===== config.mk =====
export PLATFORM = sky130hd
export DESIGN_NAME = dma_xfer_engine
export DESIGN_NICKNAME = d
export VERILOG_FILES = /design/src/rtl/dma_pkg.sv /design/src/rtl/dma_regs.sv /design/src/rtl/dma_seq.sv /design/src/rtl/dma_data.sv /design/src/rtl/dma_xfer_engine.sv
export SDC_FILE = /design/constraint.sdc
export NUM_CORES = 1
export LEC_CHECK = 0
export BUFFER_PORTS_ARGS = -buffer_cell sky130_fd_sc_hd__buf_2
export CAP_MARGIN = 10
export CORE_MARGIN = 3
export CORE_UTILIZATION = 45
export DETAILED_ROUTE_END_ITERATION = 10
export PLACE_DENSITY = 0.72
export SYNTH_ARGS = -nofsm -noshare
export SYNTH_HDL_FRONTEND = slang
export SYNTH_SLANG_ARGS = --single-unit

===== constraint.sdc =====
create_clock -name clk -period 1.9 [get_ports clk]
set_input_delay 0.38 -clock clk [delete_from_list [all_inputs] [get_ports clk]]
set_output_delay 0.38 -clock clk [all_outputs]
set_load 0.005 [all_outputs]

===== src/rtl/dma_pkg.sv =====
package dma_pkg;
  localparam int DW     = 8;
  localparam int AW     = 2 * DW;
  localparam int CW     = 2 * DW;
  localparam int RSEL_W = 3;

  localparam logic [RSEL_W-1:0] RA_MA_LO = 3'd0;
  localparam logic [RSEL_W-1:0] RA_MA_HI = 3'd1;
  localparam logic [RSEL_W-1:0] RA_CN_LO = 3'd2;
  localparam logic [RSEL_W-1:0] RA_CN_HI = 3'd3;
  localparam logic [RSEL_W-1:0] RA_DA_LO = 3'd4;
  localparam logic [RSEL_W-1:0] RA_DA_HI = 3'd5;
  localparam logic [RSEL_W-1:0] RA_CTRL  = 3'd6;
  localparam logic [RSEL_W-1:0] RA_STAT  = 3'd7;

  localparam int CB_GO    = 0;
  localparam int CB_TODEV = 1;
  localparam int CB_BURST = 2;
  localparam int SB_CLR   = 0;

  typedef enum logic [2:0] {
    ST_IDLE, ST_DEV, ST_ACQ, ST_MEM, ST_PUT
  } dma_state_e;

  typedef struct packed {
    logic burst;
    logic to_dev;
  } dma_mode_t;
endpackage


===== src/rtl/dma_regs.sv =====
module dma_regs
  import dma_pkg::*;
(
  input  logic              clk,
  input  logic              rst_n,
  input  logic              wr_en,
  input  logic [RSEL_W-1:0] wr_sel,
  input  logic [DW-1:0]     wr_data,
  input  logic              step,
  output logic [AW-1:0]     maddr,
  output logic [AW-1:0]     daddr,
  output logic              cnt_zero,
  output logic              cnt_one
);
  logic [AW-1:0] ma_q, ma_d, da_q, da_d;
  logic [CW-1:0] cn_q, cn_d;
  logic          ld_en;

  assign ld_en = step | wr_en;

  always_comb begin
    ma_d = ma_q;
    da_d = da_q;
    cn_d = cn_q;
    if (step) begin
      ma_d = ma_q + AW'(1);
      da_d = da_q + AW'(1);
      cn_d = cn_q - CW'(1);
    end else if (wr_en) begin
      unique case (wr_sel)
        RA_MA_LO: ma_d[DW-1:0]    = wr_data;
        RA_MA_HI: ma_d[AW-1:DW]   = wr_data;
        RA_CN_LO: cn_d[DW-1:0]    = wr_data;
        RA_CN_HI: cn_d[CW-1:DW]   = wr_data;
        RA_DA_LO: da_d[DW-1:0]    = wr_data;
        RA_DA_HI: da_d[AW-1:DW]   = wr_data;
        default: ;
      endcase
    end
  end

  always_ff @(posedge clk or negedge rst_n) begin
    if (!rst_n) begin
      ma_q <= '0;
      da_q <= '0;
      cn_q <= '0;
    end else if (ld_en) begin
      ma_q <= ma_d;
      da_q <= da_d;
      cn_q <= cn_d;
    end
  end

  assign maddr    = ma_q;
  assign daddr    = da_q;
  assign cnt_zero = (cn_q == '0);
  assign cnt_one  = (cn_q == CW'(1));
endmodule


===== src/rtl/dma_seq.sv =====
module dma_seq
  import dma_pkg::*;
(
  input  logic clk,
  input  logic rst_n,
  input  logic go,
  input  logic go_to_dev,
  input  logic go_burst,
  input  logic irq_clr,
  input  logic cnt_zero,
  input  logic cnt_one,
  input  logic dev_ready,
  input  logic bus_grant,
  output logic busy,
  output logic burst,
  output logic bus_req,
  output logic mem_on,
  output logic mem_rd,
  output logic mem_wr,
  output logic step,
  output logic cap_mem,
  output logic cap_dev,
  output logic dev_strobe,
  output logic irq
);
  dma_state_e st_q, st_d;
  dma_mode_t  mode_q, mode_d;
  logic       mode_en;
  logic       hold_q, hold_d;
  logic       irq_q, irq_d;

  always_comb begin
    st_d       = st_q;
    hold_d     = hold_q;
    irq_d      = irq_q;
    mode_d     = mode_q;
    mode_en    = 1'b0;
    step       = 1'b0;
    cap_mem    = 1'b0;
    cap_dev    = 1'b0;
    dev_strobe = 1'b0;
    mem_on     = 1'b0;
    if (irq_clr) irq_d = 1'b0;
    unique case (st_q)
      ST_IDLE: if (go) begin
        mode_en       = 1'b1;
        mode_d.to_dev = go_to_dev;
        mode_d.burst  = go_burst;
        if (cnt_zero) irq_d = 1'b1;
        else          st_d  = ST_DEV;
      end
      ST_DEV: if (dev_ready) begin
        if (!mode_q.to_dev) begin
          cap_dev    = 1'b1;
          dev_strobe = 1'b1;
        end
        st_d = ST_ACQ;
      end
      ST_ACQ: if (bus_grant) begin
        st_d = ST_MEM;
        if (mode_q.burst) hold_d = 1'b1;
      end
      ST_MEM: begin
        mem_on = 1'b1;
        step   = 1'b1;
        if (mode_q.to_dev) begin
          cap_mem = 1'b1;
          st_d    = ST_PUT;
        end else if (cnt_one) begin
          st_d   = ST_IDLE;
          hold_d = 1'b0;
          irq_d  = 1'b1;
        end else begin
          st_d = ST_DEV;
        end
      end
      ST_PUT: if (dev_ready) begin
        dev_strobe = 1'b1;
        if (cnt_zero) begin
          st_d   = ST_IDLE;
          hold_d = 1'b0;
          irq_d  = 1'b1;
        end else begin
          st_d = ST_DEV;
        end
      end
      default: st_d = ST_IDLE;
    endcase
  end

  always_ff @(posedge clk or negedge rst_n) begin
    if (!rst_n) begin
      st_q   <= ST_IDLE;
      hold_q <= 1'b0;
      irq_q  <= 1'b0;
      mode_q <= '0;
    end else begin
      st_q   <= st_d;
      hold_q <= hold_d;
      irq_q  <= irq_d;
      if (mode_en) mode_q <= mode_d;
    end
  end

  assign busy    = (st_q != ST_IDLE);
  assign burst   = mode_q.burst;
  assign bus_req = (st_q == ST_ACQ) || (st_q == ST_MEM) || hold_q;
  assign mem_rd  = mem_on & mode_q.to_dev;
  assign mem_wr  = mem_on & ~mode_q.to_dev;
  assign irq     = irq_q;
endmodule


===== src/rtl/dma_data.sv =====
module dma_data
  import dma_pkg::*;
(
  input  logic          clk,
  input  logic          rst_n,
  input  logic          cap_mem,
  input  logic          cap_dev,
  input  logic [DW-1:0] mem_rdata,
  input  logic [DW-1:0] dev_rdata,
  output logic [DW-1:0] data_out
);
  logic [DW-1:0] data_q, data_d;
  logic          data_en;

  assign data_en = cap_mem | cap_dev;
  assign data_d  = cap_mem ? mem_rdata : dev_rdata;

  always_ff @(posedge clk or negedge rst_n) begin
    if (!rst_n)       data_q <= '0;
    else if (data_en) data_q <= data_d;
  end

  assign data_out = data_q;
endmodule


===== src/rtl/dma_xfer_engine.sv =====
module dma_xfer_engine
  import dma_pkg::*;
(
  input  logic              clk,
  input  logic              rst_n,
  input  logic              reg_we,
  input  logic [RSEL_W-1:0] reg_sel,
  input  logic [DW-1:0]     reg_wdata,
  output logic              irq,
  output logic              bus_req,
  input  logic              bus_grant,
  output logic [AW-1:0]     mem_addr,
  output logic              mem_addr_oe,
  output logic              mem_rd,
  output logic              mem_wr,
  output logic [DW-1:0]     mem_wdata,
  input  logic [DW-1:0]     mem_rdata,
  input  logic              dev_ready,
  input  logic [DW-1:0]     dev_rdata,
  output logic [DW-1:0]     dev_wdata,
  output logic              dev_strobe,
  output logic [AW-1:0]     dev_addr
);
  logic [1:0]    rst_pipe;
  logic          rst_sync_n;
  logic          busy, burst, cfg_we, go, irq_clr;
  logic          step, cap_mem, cap_dev, mem_on;
  logic          cnt_zero, cnt_one;
  logic [AW-1:0] maddr;
  logic [DW-1:0] data_q;

  always_ff @(posedge clk or negedge rst_n) begin
    if (!rst_n) rst_pipe <= '0;
    else        rst_pipe <= {rst_pipe[0], 1'b1};
  end
  assign rst_sync_n = rst_pipe[1];

  assign cfg_we  = reg_we & ~busy;
  assign go      = cfg_we && (reg_sel == RA_CTRL) && reg_wdata[CB_GO];
  assign irq_clr = reg_we && (reg_sel == RA_STAT) && reg_wdata[SB_CLR];

  dma_regs u_regs (
    .clk(clk), .rst_n(rst_sync_n), .wr_en(cfg_we), .wr_sel(reg_sel),
    .wr_data(reg_wdata), .step(step), .maddr(maddr), .daddr(dev_addr),
    .cnt_zero(cnt_zero), .cnt_one(cnt_one)
  );

  dma_seq u_seq (
    .clk(clk), .rst_n(rst_sync_n), .go(go), .go_to_dev(reg_wdata[CB_TODEV]),
    .go_burst(reg_wdata[CB_BURST]), .irq_clr(irq_clr), .cnt_zero(cnt_zero),
    .cnt_one(cnt_one), .dev_ready(dev_ready), .bus_grant(bus_grant),
    .busy(busy), .burst(burst), .bus_req(bus_req), .mem_on(mem_on),
    .mem_rd(mem_rd), .mem_wr(mem_wr), .step(step), .cap_mem(cap_mem),
    .cap_dev(cap_dev), .dev_strobe(dev_strobe), .irq(irq)
  );

  dma_data u_data (
    .clk(clk), .rst_n(rst_sync_n), .cap_mem(cap_mem), .cap_dev(cap_dev),
    .mem_rdata(mem_rdata), .dev_rdata(dev_rdata), .data_out(data_q)
  );

  assign mem_addr_oe = mem_on;
  assign mem_addr    = mem_on ? maddr : '0;
  assign mem_wdata   = data_q;
  assign dev_wdata   = data_q;
endmodule


# After elaboration in Yosys (flattened, before gate mapping)

Index checks and enable logic that the tools add are counted.

Flip-flop bits (word level): 65
Bits in latches: 0
RAM bits: 0
ROM bits: 0
Bits of input ports: 32
Output and inout port bits: 54
Logic and storage cells: 118
Memories: 0

$add $sub $neg: 3
Multiply operators: 0
Div/mod/pow operators: 0
Magnitude comparators: 0
Equality and inequality tests: 21
Shift-type cells: 0
Mux-type cells: 47
Bitwise operators: 7
Reductions and logical operators: 27

Operators with widths:

| operator              | count |
|---|---|
| $mux 16               | 7 |
| $mux 8                | 7 |
| $add 16x1->16 const B | 2 |
| $mux 1                | 23 |
| $reduce_and 3->1      | 7 |
| $mux 3                | 6 |
| $eq 16x1->1 const B   | 1 |
| $logic_not 16->1      | 1 |
| $ne 2x2->1 const B    | 8 |
| $sub 16x1->16 const B | 1 |
| $eq 3x3->1 const B    | 5 |
| $pmux 3 s5            | 1 |
| $reduce_bool 2->1     | 7 |
| $eq 3x2->1 const B    | 4 |
| $reduce_and 7->1      | 1 |
| $eq 3x1->1 const B    | 2 |
| $logic_not 3->1       | 2 |
| $pmux 1 s3            | 2 |
| $reduce_bool 3->1     | 2 |
| $reduce_and 5->1      | 1 |
| $logic_and 1x1->1     | 4 |
| $and 1x1->1           | 3 |
| $logic_or 1x1->1      | 2 |
| $ne 2x1->1 const B    | 1 |
| 3 further kinds       | 5 |

# Logic depth before layout (Yosys ltp)

Depth after elaboration: 8
Depth in mapped cells: 8
Depth with buffers taken out: 6

# Cells and area by module

Synthesis repeated with hierarchy kept, for this count alone.

Cell total of the unflattened synthesis: 462
Area total of the unflattened synthesis: 4274.1 sq um

Modules (own cells, without submodules):

| module          | times used | cells each | area each (sq um) | seq. area each (sq um) |
|---|---|---|---|---|
| dma_regs        | 1          | 340        | 3134.3            | 1201.2 |
| dma_seq         | 1          | 55         | 501.7             | 175.2 |
| dma_data        | 1          | 34         | 372.9             | 200.2 |
| dma_xfer_engine | 1          | 33         | 265.3             | 50.0 |

# Worst setup path after synthesis

Ideal clock, no wire load.

Path type: reg-to-reg
Start point: reg u_seq.st_q[1]
End point: reg u_regs.cn_q[1]
Library setup time: 0.128 ns
Data arrival time: 1.994 ns
Data required time: 1.772 ns
Slack: -0.222 ns
Cell stages (with the launch flop): 8
Path buffers: 2
Clock period less this slack: 2.122 ns
Cells stage by stage: dfrtp_1 -> buf_6 -> or4b_4 -> or4b_1 -> buf_2 -> mux2_4 -> nand2_1 -> o21ai_1

Longest elaborated chain between the ends: 5
Elaborated cells between the ends (all ways): 10
Those cells by class: 1 x eq/ne; 2 x mux; 3 x bitwise; 4 x reduce/logical

RTL lines:

| element                                                   | RTL line              | source |
|---|---|---|
| start, declared                                           | dma_seq.sv:26         | `dma_state_e st_q, st_d;` |
| start signal, assigned                                    | dma_seq.sv:98         | `st_q <= st_d;` |
| $reduce_bool 3->1                                         | dma_seq.sv:105        | `assign busy = (st_q != ST_IDLE);` |
| $not 1->1                                                 | dma_xfer_engine.sv:38 | `assign cfg_we = reg_we & ~busy;` |
| $and 1x1->1                                               | dma_xfer_engine.sv:38 |  |
| $reduce_bool 2->1 (no line) or $or 1x1->1 (tied branches) | n/a                   |  |
| $reduce_and 3->1 (no line)                                | n/a                   |  |
| end signal, assigned                                      | dma_regs.sv:50        | `cn_q <= cn_d;` |
| end, declared                                             | dma_regs.sv:16        | `logic [CW-1:0] cn_q, cn_d;` |

Several ways; a longest one is shown, not always the timed one.
A chain may end at the register's enable or synchronous reset.

# Worst setup path in the final report

Start point: reg u_seq.st_q[2]
End point: reg u_regs.cn_q[1]

Same word-level chain as after synthesis.

==> out/results.ini <==
[timing]
rsz0062_at_grt = true
post-route-worst-setup-slack_ns = -0.1688
number_of_setup_violations_in_the_final_report = 27
timing.final.crit_share_pct = 108.9
hold_violations = 0
skew_ns = 0.01274
drv_slew = 0
fmaxAchievable_mhz = 483.4
min_period_ns = 2.069

[logic_synthesis]
yosys_register_bits = 65
postSynthNetCount = 494
async_reset_ff_share_pct = 100.0
synth_enable_flop_cells = 0
synth_ff_type = dfrtp_1
yosysMostFrequentCell = dfrtp_1
synth_commonest_cells = 65 x dfrtp_1, 62 x nor2_1, 49 x nand2_1
yosys_warnings = 0
netlist_top_cells_area = dfrtp_1 42%, nor2_1 6.1%, a21oi_1 4.8%, nand2_1 4.8%, o21ai_0 3.9%
top_area_cell_type_share_of_the_netlist_area_pct = 42.33
netlist-cell-type-count = 58
synth-seq-area-share_pct = 42.33
post_synth_inst_count = 458
yosys.area.top_type = dfrtp_1
post_synth.cell_area_avg_sq_um = 8.390
syn_area_sq_um = 3842

[critical_path]
critical_path_class = reg2reg
regToRegStartpoint = u_seq.st_q[2]
critPathMaxFanout = 5
critPathCaptureType = flop
worst_setup_path_start_kind = flop
required_ns = 2.13
reg2reg_to = u_regs.cn_q[1]
rr_worst_depth = 5
r2r_slack_ns = -0.17
worst-endpoint-arrival_ns = 2.30

[grt]
grt.overflow.total = 0
grt_antenna_before_repair = 0
grtUsageTotal_pct = 24.74
grt_pass1_wl_microns = 19470
vias_in_the_first_global_route = 3929
largest_net_degree_at_the_start_of_global_routing = 44

[hold_path]
path_type_of_the_worst_min_delay_path = reg2async

[placed_design]
gp_congestion = 0.8908
dp_hpwl_microns = 7719
detailedPlace.worstSlack_ns = -0.1819
port_buffers = 85
dp.cells = 657

[detailed_routing]
drc_errors = 0
met3_routed_wl_microns = 1066
postRouteAntennaNets = 0
highest-signal-layer = met4
vias_per_cell = 6.066
drt_pre_antenna_iters = 7
routed-via-count = 4258
routedWlPerCell_microns = 17.61
met2WireLength_microns = 5849
totalWireLength_microns = 12360
drc_marker_count_from_the_first_detailed_route_iteration = 404
wl_met1_microns = 5132

[power_and_ir_drop]
total_power_mw = 7.889
pwr_density_cell_nw_per_um2 = 1448
vdd.ir_drop.worst_mv = 0.6867
static-leakage-power_nw = 2.482

[die]
start_util_pct = 46.53
coreArea_sq_um = 8258
dieWidth_microns = 98.41
placement_row_count = 33
io_pins = 86
die_height_microns = 98.41
dieArea_sq_um = 9684

[finish]
area_growth_syn_to_layout_pct = 41.75
stdcell_count = 702
multi_input_area_sq_um = 2291
post_route_cells_drive_above_1_share_pct = 38.69
layout.area.seq_sq_um = 1628
layout.nets = 628
antenna_cells_inserted = 0
fillCellCount = 644

[clock_tree]
clock_tree.root_cell = clkbuf_8
clk_pin_slew_worst_paths_ns = 0.09
clkSinkCount = 65
cts_inserted_buffers = 9
h_tree_lvl_count = 3
cts_tree = yes
insertion_delay_ns = 0.35
clock_tree.buffer_depth = 2

[outcome]
outcome = complete, but fails checks
failed_checks = negative setup slack

[flow_run]
number_of_max_cap_violations = 0

## power breakdown
part | leakage [nW] | internal (mW) | total [mW] | switching, mW
Sequential | 0.743 | 2.00 | 2.68 | 0.688
Clock | 0.110 | 0.750 | 1.35 | 0.601
Combinational | 1.63 | 1.92 | 3.85 | 1.94
Total | 2.48 | 4.66 | 7.89 | 3.23
## metal layers
layer,vias up,global-route usage (%)
li1,1924,-
met1,2063,33.50
met2,234,38.59
met3,37,6.000
met4,0,9.244
met5,-,0
## cell type report
class,count,share of cell area (%)
sequential,65,29.89
inverter,12,0.8730
timing repair buffer,151,20.61
multi-input combinational,353,42.06
tap,105,2.412
clock inverter,7,1.884
clock buffer,9,2.274
## critical path, cell delays in order, from the launching register on
cell and delay [ns]:
dfrtp_1 0.39, or4b_4 0.60, or4b_4 0.53, mux2_4 0.31
nand2_2 0.07, o21ai_2 0.05
## sequential cells by signal, summed over array words and instances, names as in the netlist
name             count
u_seq.st_q           3
u_regs.daddr        16
u_seq.mode_q         1
u_seq.burst          1
u_regs.cn_q         16
u_seq.irq            1
u_regs.maddr        16
u_seq.hold_q         1
rst_pipe             2
u_data.data_out      8
## kinds of logic (layout without fill, tap and decap cells)
| kind of cell | after synthesis | in the layout | share of synthesized area (%) |
|---|---|---|---|
| buffers and inverters | 40 | 179 | 4.949 |
| XOR/XNOR | 3 | 3 | 0.6839 |
| multiplexers | 14 | 14 | 3.875 |
| flip-flops | 65 | 65 | 42.33 |
| AO/OA/AOI/OAI | 122 | 122 | 19.96 |
| AND/OR/NAND/NOR | 209 | 209 | 26.80 |
| other | 1 | 1 | 0.09759 |
| adder cells (fa/ha/maj) | 4 | 4 | 1.303 |
## placed cells by master (no fill, tap or decap), types with 10 or more instances in the layout
| cell | count |
|---|---|
| a211oi_1 | 11 |
| a21oi_1 | 36 |
| and2_4 | 11 |
| buf_2 | 74 |
| buf_4 | 46 |
| buf_6 | 25 |
| dfrtp_1 | 64 |
| inv_1 | 11 |
| mux2i_1 | 10 |
| nand2_1 | 42 |
| nand3_1 | 16 |
| nor2_1 | 56 |
| o21ai_0 | 22 |
## metrics by stage
stage	utilization [%]	TNS (ns)	instance area [sq um]	hold WS [ns]
finish	65.95	-3.065	5446	0.2321
global placement	55.20	-0.8463	4558	0.1652
floorplan	-	-1.109	3851	0.08441
detailed placement	55.20	-1.373	4558	0.1675
global route	65.95	-5.833	5446	0.2778
CTS	61.70	-2.607	5095	0.2555
## worst max-delay path by stage
stage / start / end / slack, ns / cells past startpoint
CTS: u_seq.st_q[0] / mem_addr[2] / -0.13 / 5
global placement: reg_we / u_regs.cn_q[1] / -0.15 / 6
finish: u_seq.st_q[2] / u_regs.cn_q[1] / -0.17 / 5
global route: u_seq.st_q[2] / mem_addr[6] / -0.23 / 6
detailed placement: reg_we / u_regs.cn_q[5] / -0.18 / 6
floorplan: u_seq.st_q[1] / u_regs.cn_q[1] / -0.22 / 7
## what timing repair did
action | CTS | global route
gates resized for setup | 40 | 69
setup buffers | 14 | 14
endpoints found under the hold margin | 2 | 0
hold buffers | 1 | 0
pin swaps | 4 | 27
cloned | 3 | 0
endpoints found under the setup margin | 34 | 55
Power figures use the tool's default switching activity.
